$ cat config.mk
export PLATFORM = sky130hd
export DESIGN_NAME = pm_seq_ctrl
export DESIGN_NICKNAME = d
export VERILOG_FILES = /design/src/rtl/pm_seq_pkg.sv /design/src/rtl/pm_wait_timer.sv /design/src/rtl/pm_domain_ctl.sv /design/src/rtl/pm_seq_ctrl.sv
export SDC_FILE = /design/constraint.sdc
export NUM_CORES = 1
export LEC_CHECK = 0
export ABC_AREA = 1
export BUFFER_PORTS_ARGS = -buffer_cell sky130_fd_sc_hd__buf_2
export CORE_ASPECT_RATIO = 1.1
export CORE_UTILIZATION = 30
export DETAILED_ROUTE_END_ITERATION = 10
export PLACE_DENSITY = 0.56
export SLEW_MARGIN = 20
export SYNTH_ARGS = -nofsm -noshare
export SYNTH_HDL_FRONTEND = slang
export SYNTH_SLANG_ARGS = --single-unit
$ cat constraint.sdc
create_clock -name clk -period 3.5 [get_ports clk]
set_input_delay 0.35 -clock clk [delete_from_list [all_inputs] [get_ports clk]]
set_output_delay 0.35 -clock clk [all_outputs]
set_load 0.02 [all_outputs]
$ cat src/rtl/pm_seq_pkg.sv
package pm_seq_pkg;

   localparam int MODE_W  = 3;
   localparam int NUM_DOM = 3;
   localparam int DOM_W   = 2;

   typedef logic [MODE_W-1:0] mode_t;
   typedef logic [DOM_W-1:0]  dom_t;

   localparam mode_t MODE_ALL_ON = 3'd0;
   localparam mode_t MODE_MAX    = 3'd3;

   typedef enum logic [2:0] {
      CMD_NONE, CMD_CLAMP, CMD_SAVE, CMD_SWOFF, CMD_SWON, CMD_RESTORE, CMD_RELEASE
   } cmd_e;

   typedef enum logic [2:0] {
      ST_IDLE, ST_DN_CLAMP, ST_DN_SAVE, ST_DN_OFF, ST_DN_WAIT, ST_UP_WAIT, ST_UP_REST
   } state_e;

   // a legal code names at most one domain that is off
   function automatic logic mode_ok(mode_t m);
      return m <= MODE_MAX;
   endfunction

   // domain switched off in a reduced mode: code 3 -> 0, 2 -> 1, 1 -> 2
   function automatic dom_t mode_dom(mode_t m);
      return DOM_W'(MODE_MAX - m);
   endfunction

   function automatic mode_t dom_mode(dom_t d);
      return MODE_MAX - {1'b0, d};
   endfunction

endpackage

$ cat src/rtl/pm_wait_timer.sv
module pm_wait_timer #(
   parameter int CNT_W = 8
) (
   input  logic             clk,
   input  logic             rst_n,
   input  logic             clr,
   input  logic             run,
   input  logic [CNT_W-1:0] limit,
   output logic             expired
);

   generate
      if (CNT_W < 1 || CNT_W > 32) begin : g_bad_width
         $error("pm_wait_timer: CNT_W must lie in 1..32");
      end
   endgenerate

   logic [CNT_W-1:0] cnt;

   assign expired = run && (cnt >= limit);

   always_ff @(posedge clk or negedge rst_n) begin
      if (!rst_n)               cnt <= '0;
      else if (clr)             cnt <= '0;
      else if (run && !expired) cnt <= cnt + 1'b1;
   end

endmodule

$ cat src/rtl/pm_domain_ctl.sv
module pm_domain_ctl
   import pm_seq_pkg::*;
(
   input  logic clk,
   input  logic rst_n,
   input  logic sel,
   input  cmd_e cmd,
   output logic clamp_n,
   output logic sw_en,
   output logic save,
   output logic restore
);

   always_ff @(posedge clk or negedge rst_n) begin
      if (!rst_n) begin
         clamp_n <= 1'b1;
         sw_en   <= 1'b1;
         save    <= 1'b0;
         restore <= 1'b0;
      end else begin
         save    <= sel && (cmd == CMD_SAVE);
         restore <= sel && (cmd == CMD_RESTORE);
         if (sel) begin
            case (cmd)
               CMD_CLAMP:   clamp_n <= 1'b0;
               CMD_RELEASE: clamp_n <= 1'b1;
               CMD_SWOFF:   sw_en   <= 1'b0;
               CMD_SWON:    sw_en   <= 1'b1;
               default: ;
            endcase
         end
      end
   end

   AST_OFF_IS_CLAMPED: assert property (@(posedge clk) disable iff (!rst_n)
      !sw_en |-> !clamp_n);

   AST_SAVE_THEN_OFF: assert property (@(posedge clk) disable iff (!rst_n)
      save |=> !sw_en);

   AST_RESTORE_THEN_RELEASE: assert property (@(posedge clk) disable iff (!rst_n)
      restore |=> (clamp_n && !restore));

endmodule

$ cat src/rtl/pm_seq_ctrl.sv
module pm_seq_ctrl
   import pm_seq_pkg::*;
#(
   parameter int CNT_W = 8
) (
   input  logic                clk,
   input  logic                rst_n,
   input  logic                req_valid,
   input  logic [MODE_W-1:0]   req_mode,
   input  logic [CNT_W-1:0]    tmo_limit,
   input  logic [NUM_DOM-1:0]  sw_ack,
   output logic [NUM_DOM-1:0]  clamp_n,
   output logic [NUM_DOM-1:0]  sw_en,
   output logic [NUM_DOM-1:0]  save,
   output logic [NUM_DOM-1:0]  restore,
   output logic [MODE_W-1:0]   cur_mode,
   output logic                busy,
   output logic                mode_err,
   output logic                tmo_err
);

   generate
      if (NUM_DOM != 3 || MODE_W != 3) begin : g_bad_table
         $error("pm_seq_ctrl: the mode table is built for three switchable domains");
      end
   endgenerate

   state_e state, state_n;
   dom_t   dom, dom_n, cmd_dom;
   mode_t  tgt, tgt_n, mode_n;
   logic   abort, abort_n, merr_n, terr_n;
   cmd_e   cmd;
   logic   ack_sel, expired, in_wait;

   assign ack_sel = sw_ack[dom];
   assign in_wait = (state == ST_DN_WAIT) || (state == ST_UP_WAIT);
   assign busy    = (state != ST_IDLE);

   pm_wait_timer #(.CNT_W(CNT_W)) u_timer (
      .clk     (clk),
      .rst_n   (rst_n),
      .clr     (state_n != state),
      .run     (in_wait),
      .limit   (tmo_limit),
      .expired (expired)
   );

   always_comb begin
      state_n = state;
      dom_n   = dom;
      tgt_n   = tgt;
      abort_n = abort;
      mode_n  = cur_mode;
      merr_n  = mode_err;
      terr_n  = tmo_err;
      cmd     = CMD_NONE;
      cmd_dom = dom;
      case (state)
         ST_IDLE: begin
            if (req_valid) begin
               if (!mode_ok(req_mode)) begin
                  merr_n = 1'b1;
               end else if (req_mode != cur_mode) begin
                  tgt_n   = req_mode;
                  abort_n = 1'b0;
                  if (cur_mode != MODE_ALL_ON) begin
                     cmd     = CMD_SWON;
                     cmd_dom = mode_dom(cur_mode);
                     dom_n   = mode_dom(cur_mode);
                     state_n = ST_UP_WAIT;
                  end else begin
                     cmd     = CMD_CLAMP;
                     cmd_dom = mode_dom(req_mode);
                     dom_n   = mode_dom(req_mode);
                     state_n = ST_DN_SAVE;
                  end
               end
            end
         end
         ST_DN_CLAMP: begin
            cmd     = CMD_CLAMP;
            state_n = ST_DN_SAVE;
         end
         ST_DN_SAVE: begin
            cmd     = CMD_SAVE;
            state_n = ST_DN_OFF;
         end
         ST_DN_OFF: begin
            cmd     = CMD_SWOFF;
            state_n = ST_DN_WAIT;
         end
         ST_DN_WAIT: begin
            if (!ack_sel) begin
               mode_n  = dom_mode(dom);
               state_n = ST_IDLE;
            end else if (expired) begin
               terr_n  = 1'b1;
               abort_n = 1'b1;
               cmd     = CMD_SWON;
               state_n = ST_UP_WAIT;
            end
         end
         ST_UP_WAIT: begin
            if (ack_sel) begin
               cmd     = CMD_RESTORE;
               state_n = ST_UP_REST;
            end else if (expired) begin
               terr_n  = 1'b1;
               cmd     = CMD_SWOFF;
               mode_n  = dom_mode(dom);
               state_n = ST_IDLE;
            end
         end
         ST_UP_REST: begin
            cmd    = CMD_RELEASE;
            mode_n = MODE_ALL_ON;
            if (!abort && tgt != MODE_ALL_ON) begin
               dom_n   = mode_dom(tgt);
               state_n = ST_DN_CLAMP;
            end else begin
               state_n = ST_IDLE;
            end
         end
         default: state_n = ST_IDLE;
      endcase
   end

   always_ff @(posedge clk or negedge rst_n) begin
      if (!rst_n) begin
         state    <= ST_IDLE;
         dom      <= '0;
         tgt      <= MODE_ALL_ON;
         abort    <= 1'b0;
         cur_mode <= MODE_ALL_ON;
         mode_err <= 1'b0;
         tmo_err  <= 1'b0;
      end else begin
         state    <= state_n;
         dom      <= dom_n;
         tgt      <= tgt_n;
         abort    <= abort_n;
         cur_mode <= mode_n;
         mode_err <= merr_n;
         tmo_err  <= terr_n;
      end
   end

   for (genvar i = 0; i < NUM_DOM; i++) begin : g_dom
      pm_domain_ctl u_dom (
         .clk     (clk),
         .rst_n   (rst_n),
         .sel     (cmd_dom == DOM_W'(i)),
         .cmd     (cmd),
         .clamp_n (clamp_n[i]),
         .sw_en   (sw_en[i]),
         .save    (save[i]),
         .restore (restore[i])
      );
   end

   AST_ONE_DOMAIN_DOWN: assert property (@(posedge clk) disable iff (!rst_n)
      $countones(~clamp_n) <= 1);

   AST_MODE_CODE: assert property (@(posedge clk) disable iff (!rst_n)
      cur_mode <= MODE_MAX);

   AST_IDLE_MATCHES_MODE: assert property (@(posedge clk) disable iff (!rst_n)
      !busy |-> ((&sw_en) == (cur_mode == MODE_ALL_ON)));

   AST_IDLE_QUIET: assert property (@(posedge clk) disable iff (!rst_n)
      !busy |-> (save == '0 && restore == '0));

   AST_MODE_ERR_STICKY: assert property (@(posedge clk) disable iff (!rst_n)
      mode_err |=> mode_err);

   AST_TMO_STICKY: assert property (@(posedge clk) disable iff (!rst_n)
      tmo_err |=> tmo_err);

endmodule

Word-level counts from Yosys, hierarchy flattened
Index checks and enable logic that the tools add are counted.
{"block": "classes", "addsub": 5, "n_mul": 0, "div_mod_pow": 0, "magnitude_cmp": 3, "n_eq_ne": 25, "shift": 0, "muxes": 46, "bitwise": 1, "n_reduce_logical": 36}
{"op": "3-bit two-way mux", "n": 18}
{"op": "3-bit one-hot mux with 7 select lines", "n": 2}
{"op": "3-bit == test (second input constant)", "n": 6}
{"op": "8-bit two-way mux", "n": 2}
{"op": "2-bit two-way mux", "n": 7}
{"op": "2-bit != test (second input constant)", "n": 7}
{"op": "2-bit AND reduction", "n": 7}
{"op": "3-bit by 2-bit == test with 1-bit output (second input constant)", "n": 4}
{"op": "2-bit nonzero test", "n": 6}
{"op": "3-bit nonzero test", "n": 4}
{"op": "1-bit two-way mux", "n": 10}
{"op": "1-bit logical AND", "n": 9}
{"op": "3-bit one-hot mux with 3 select lines", "n": 1}
{"op": "8-bit by 1-bit adder with 8-bit output (second input constant)", "n": 1}
{"op": "8-bit >= comparator", "n": 1}
{"op": "1-bit one-hot mux with 2 select lines", "n": 4}
{"op": "4-bit AND reduction", "n": 2}
{"op": "3-bit by 1-bit == test with 1-bit output (second input constant)", "n": 2}
{"op": "3-bit != test", "n": 2}
{"op": "3-bit AND reduction", "n": 2}
{"op": "6-bit AND reduction", "n": 1}
{"op": "2-bit subtractor (first input constant)", "n": 3}
{"op": "2-bit by 1-bit != test with 1-bit output (second input constant)", "n": 2}
{"op": "2-bit one-hot mux with 2 select lines", "n": 1}
{"op": "other kinds (11)", "n": 12}
{"block": "word_totals", "reg_bits": 34, "latch_bits": 0, "ramBits": 0, "mem_bits_ro": 0, "input_bits": 17, "mem_count": 0}

Depth between registers and ports, before layout
{"block": "logic_depth", "ltp_word": 9, "depth_mapped": 16, "depth_no_buf": 16}

By module
From an unflattened synthesis, not the netlist that was laid out.
{"block": "unflattened", "hier_cells": 321, "hier_area_um2": 2314.7}
{"module": "pm_seq_ctrl", "instances": 1, "cells_per_inst": 143, "area_per_inst_um2": 1002.2}
{"module": "pm_wait_timer", "instances": 1, "cells_per_inst": 106, "area_per_inst_um2": 734.5}
{"module": "pm_domain_ctl", "instances": 3, "cells_per_inst": 24, "area_per_inst_um2": 192.7}

Least setup slack after synthesis
No wires, ideal clock.
{"block": "synth_timing", "path_kind": "register -> register", "startpoint": "register u_timer.cnt[3]", "endpoint": "register u_timer.cnt[2]", "setup_ns": 0.120, "arrival_time_ns": 1.655, "required_time_ns": 3.380, "path_slack_ns": 1.725, "stages_incl_launch_ff": 15, "path_buffers": 0, "path_cell_list": "dfrtp_1 > ha_1 > nand2_1 > nor2_1 > nor2_1 > nand2_1 > nand2_1 > nand2_2 > inv_1 > nand2_1 > nand2_1 > o21ai_2 > nand2_2 > nand2_4 > nor2_2"}
{"block": "synth_between", "elab_chain_len": 7}
{"element": "start: declaration", "line_no": "pm_wait_timer.sv:18", "text": "logic [CNT_W-1:0] cnt;"}
{"element": "start signal: assignment", "line_no": "pm_wait_timer.sv:25", "text": "else if (run && !expired) cnt <= cnt + 1'b1;"}
{"element": "8-bit >= comparator (*)", "line_no": "pm_wait_timer.sv:20", "text": "assign expired = run && (cnt >= limit);"}
{"element": "1-bit logical AND (*)", "line_no": "pm_wait_timer.sv:20"}
{"element": "3-bit two-way mux, on equally long branches", "line_no": "pm_seq_ctrl.sv:107, pm_seq_ctrl.sv:96"}
{"element": "3-bit two-way mux, on equally long branches", "line_no": "pm_seq_ctrl.sv:104, pm_seq_ctrl.sv:93"}
{"element": "3-bit one-hot mux with 7 select lines", "line_no": "pm_seq_ctrl.sv:58", "text": "case (state)"}
{"element": "3-bit != test", "line_no": "pm_seq_ctrl.sv:42", "text": ".clr (state_n != state),"}
{"element": "8-bit two-way mux or 2-bit nonzero test (tied branches)"}
Mark *: on every way between the ends. The rest lies on a longest branch, timed or not.
A chain may end at the register's enable or synchronous reset.

Final worst setup path
{"block": "layout_timing", "startpoint": "register u_timer.cnt[3]", "endpoint": "register u_timer.cnt[0]"}
Same word-level chain as after synthesis.

==> flow_metrics.env <==
export IMPL_average_instance_area_after_synthesis_um2=7.937
export IMPL_hold_buffers=0
export IMPL_critical_path_required_ns=3.67
export IMPL_synth_warning_count=0
export IMPL_wirelength_per_cell_um=11.44
export IMPL_number_of_top_level_design_ports=35
export IMPL_synthesis_area_mm2=0.002262
export IMPL_seq_area_um2=833.3
export IMPL_via_count=1817
export IMPL_setup_viol_count_final=0
export IMPL_num_fill_cells=748
export IMPL_worst_endpoint_arrival_ns=2.16
export IMPL_max_clock_freq_ghz=0.5041
export IMPL_cts_tree="built"
export IMPL_power_static_leakage_nw=1.340
export IMPL_nNetsFinal=337
export IMPL_cts_buffers=5
export IMPL_count_of_buffers_from_port_buffering=33
export IMPL_yosysTopAreaCellShare_pct=29.87
export IMPL_ys_ff_latch=33
export IMPL_drtPass1Iterations=7
export IMPL_grt_start_max_net_pins=34
export IMPL_postCtsSetupBuffers=0
export IMPL_yosys_cell_types=37
export IMPL_finClkSkew_ns=0.01119
export IMPL_synth_area_leader_cell="dfrtp_1"
export IMPL_routed_via_density=4.577
export IMPL_drt_iter0_drc=100
export IMPL_rsz0062_at_grt="false"
export IMPL_gpl_final_weighted_congestion=0.8437
export IMPL_tightest_slew_margin_relative_to_the_limit_pct=51.04
export IMPL_cts_root_buf="clkbuf_8"
export IMPL_totalWireLength_mm=4.542
export IMPL_violations="DRC"
export IMPL_cts_sinks=33
export IMPL_layout_cells_most_common="nand2_1"
export IMPL_die_width_um=84.80
export IMPL_post_layout_total_power_w=0.002032
export IMPL_ys_dominant_reg_cell="dfrtp_1"
export IMPL_cts_path_max_buffers=2
export IMPL_worst_slew_pin_transition_ns=0.7344
export IMPL_hold_violations=0
export IMPL_die_y_um=93.08
export IMPL_max_vdd_ir_drop_mv=0.3358
export IMPL_hpwl_mm=3.506
export IMPL_synth_fp_nets=311
export IMPL_syn_instance_count=285
export IMPL_period_share_pct=56.68
export IMPL_ctsHtreeMaxLevel=2
export IMPL_proportion_of_layout_cells_with_a_drive_suffix_above_1_pct=30.45
export IMPL_holdCritPathClass="primary input to asynchronous set/reset pin"
export IMPL_post_dp_cell_area_mm2=0.002425
export IMPL_synth_yosys_seq_area_share_pct=36.84
export IMPL_cts_resized=0
export IMPL_antenna_diode_count=0
export IMPL_multiInputGateArea_mm2=0.001142
export IMPL_path_class="flip-flop to flip-flop"
export IMPL_ys_async_sr_fraction_pct=100.0
export IMPL_maxCapViolations=0
export IMPL_cp_max_fo=8
export IMPL_first_global_vias=1769
export IMPL_netlist_top_cells_area="dfrtp_1 (30%), nand2_1 (11%), dfstp_2 (7.0%), inv_1 (5.8%), ha_1 (5.0%)"
export IMPL_setup_worst_path_start_class="flip-flop"
export IMPL_global_route_usage_total_pct=12.84
export IMPL_die_area_mm2=0.007892
export IMPL_clk_insertion_delay_late_ns=0.29
export IMPL_critical_path_endpoint_type="flip-flop"
export IMPL_clk_transition_reported_paths_ns=0.08
export IMPL_status="finished, violations left"
export IMPL_initial_antenna_violation_count=0
export IMPL_post_route_cell_area_mm2=0.002559
export IMPL_post_route_drc_count=2
export IMPL_grt_remaining_overflow=0
export IMPL_syn2layout_area_growth_pct=13.11
export IMPL_grt_pass1_wl_mm=7.969
export IMPL_final_max_slew_viol_count=0
export IMPL_synth_edff_count=0
export IMPL_layout_common_cells="nand2_1 (68), inv_1 (35), buf_2 (33)"
export IMPL_floorplan_core_area_mm2=0.007167
export IMPL_floorplan_initialDensity_pct=31.56
export IMPL_powerDensity_mw_per_mm2=794.2
export IMPL_setup_total_negative_slack_ns=0
export IMPL_post_layout_min_period_ns=1.984
export IMPL_placement_rows=32
export IMPL_ant_nets=0
[cells in the mapped netlist (2+ instances only)]
cell type	number
a21oi_1	6
buf_4	13
dfrtp_1	27
dfstp_2	6
ha_1	9
inv_1	35
inv_2	10
nand2_1	68
nand2_2	5
nand2_4	4
nand3_1	12
nand3_2	3
nand3_4	3
nand4_1	11
nor2_1	17
nor2_2	13
nor2_4	3
o211ai_1	2
o21ai_0	10
o21ai_1	4
o21bai_1	2
xor2_1	7
[final timing paths]
| check | slack (ns) | end | cells past startpoint | start |
|---|---|---|---|---|
| max reg2reg | 1.52 | u_timer.cnt[0] | 14 | u_timer.cnt[3] |
| min reg2reg | 0.46 | g_dom[0].u_dom.sw_en | 2 | g_dom[0].u_dom.sw_en |
| min in group clk | 0.36 | tgt[0] | 3 | req_mode[0] |
| max | 1.52 | u_timer.cnt[0] | 14 | u_timer.cnt[3] |
| max in group asynchronous | 2.91 | u_timer.cnt[4] | 1 | rst_n |
| min | 0.11 | mode_err | 1 | rst_n |
[cells by family after synthesis]
family / Yosys count / share of synthesized area (%)
compound gates: 29 / 7.578
flops: 33 / 36.84
simple gates: 146 / 35.07
buf+inv: 60 / 12.67
other cells: 1 / 0.1658
xor+xnor: 7 / 2.710
fa+ha+maj: 9 / 4.978
[area by class of cell]
class                           instances  share of cell area (%)
Sequential cell                        33                   32.57
Inverter                               46                   6.944
Clock buffer                            5                   2.689
Timing Repair Buffer                   33                   6.455
Multi-Input combinational cell        192                   44.65
Tap cell                               85                   4.156
Clock inverter                          3                   2.543
[worst max-delay path, cell delays in order, from the launching register on]
cell and delay (ns):
dfrtp_1 0.43, ha_1 0.31, nand2_1 0.06, nor2_1 0.10, nor2_1 0.04, nand2_1 0.05, nand2_1 0.06, nand2_2 0.13
inv_1 0.09, nand2_1 0.10, nand2_1 0.07, o21ai_2 0.14, nand2_2 0.08, nand2_4 0.16, nor2_2 0.05
[metrics by stage]
stage | util [%] | setup slack [ns] | cells | hold WS (ns)
floorplan | - | 1.725 | 285 | 0.05441
global placement | 33.83 | 1.524 | 389 | 0.4524
detailed placement | 33.83 | 1.488 | 389 | 0.4516
CTS | 35.70 | 1.493 | 397 | 0.1491
global route | 35.70 | 1.294 | 397 | 0.1781
finish | 35.70 | 1.516 | 397 | 0.1102
[state kept, by name, summed over array words and instances (netlist names)]
name                 cells
g_dom.u_dom.save         3
dom                      2
abort                    1
tgt                      3
g_dom.u_dom.restore      3
mode_err                 1
g_dom.u_dom.sw_en        3
u_timer.cnt              8
g_dom.u_dom.clamp_n      3
tmo_err                  1
state                    3
cur_mode                 2
[power breakdown]
part / leakage (nW) / total [W] / switching (W) / internal, W
Sequential: 0.418 / 0.000606 / 0.0000990 / 0.000507
Combinational: 0.853 / 0.000999 / 0.000689 / 0.000310
Clock: 0.0681 / 0.000427 / 0.000144 / 0.000283
[per-layer routing]
| layer | GRT usage (%) | share of wire (%) | up-vias |
|---|---|---|---|
| met5 | 0 | 0 | - |
| met4 | 4.096 | 1.2 | 0 |
| met3 | 4.060 | 4.8 | 6 |
| met2 | 20.80 | 46 | 40 |
| met1 | 16.29 | 48 | 826 |
| li1 | - | - | 945 |
(Power assumes the default switching activity.)
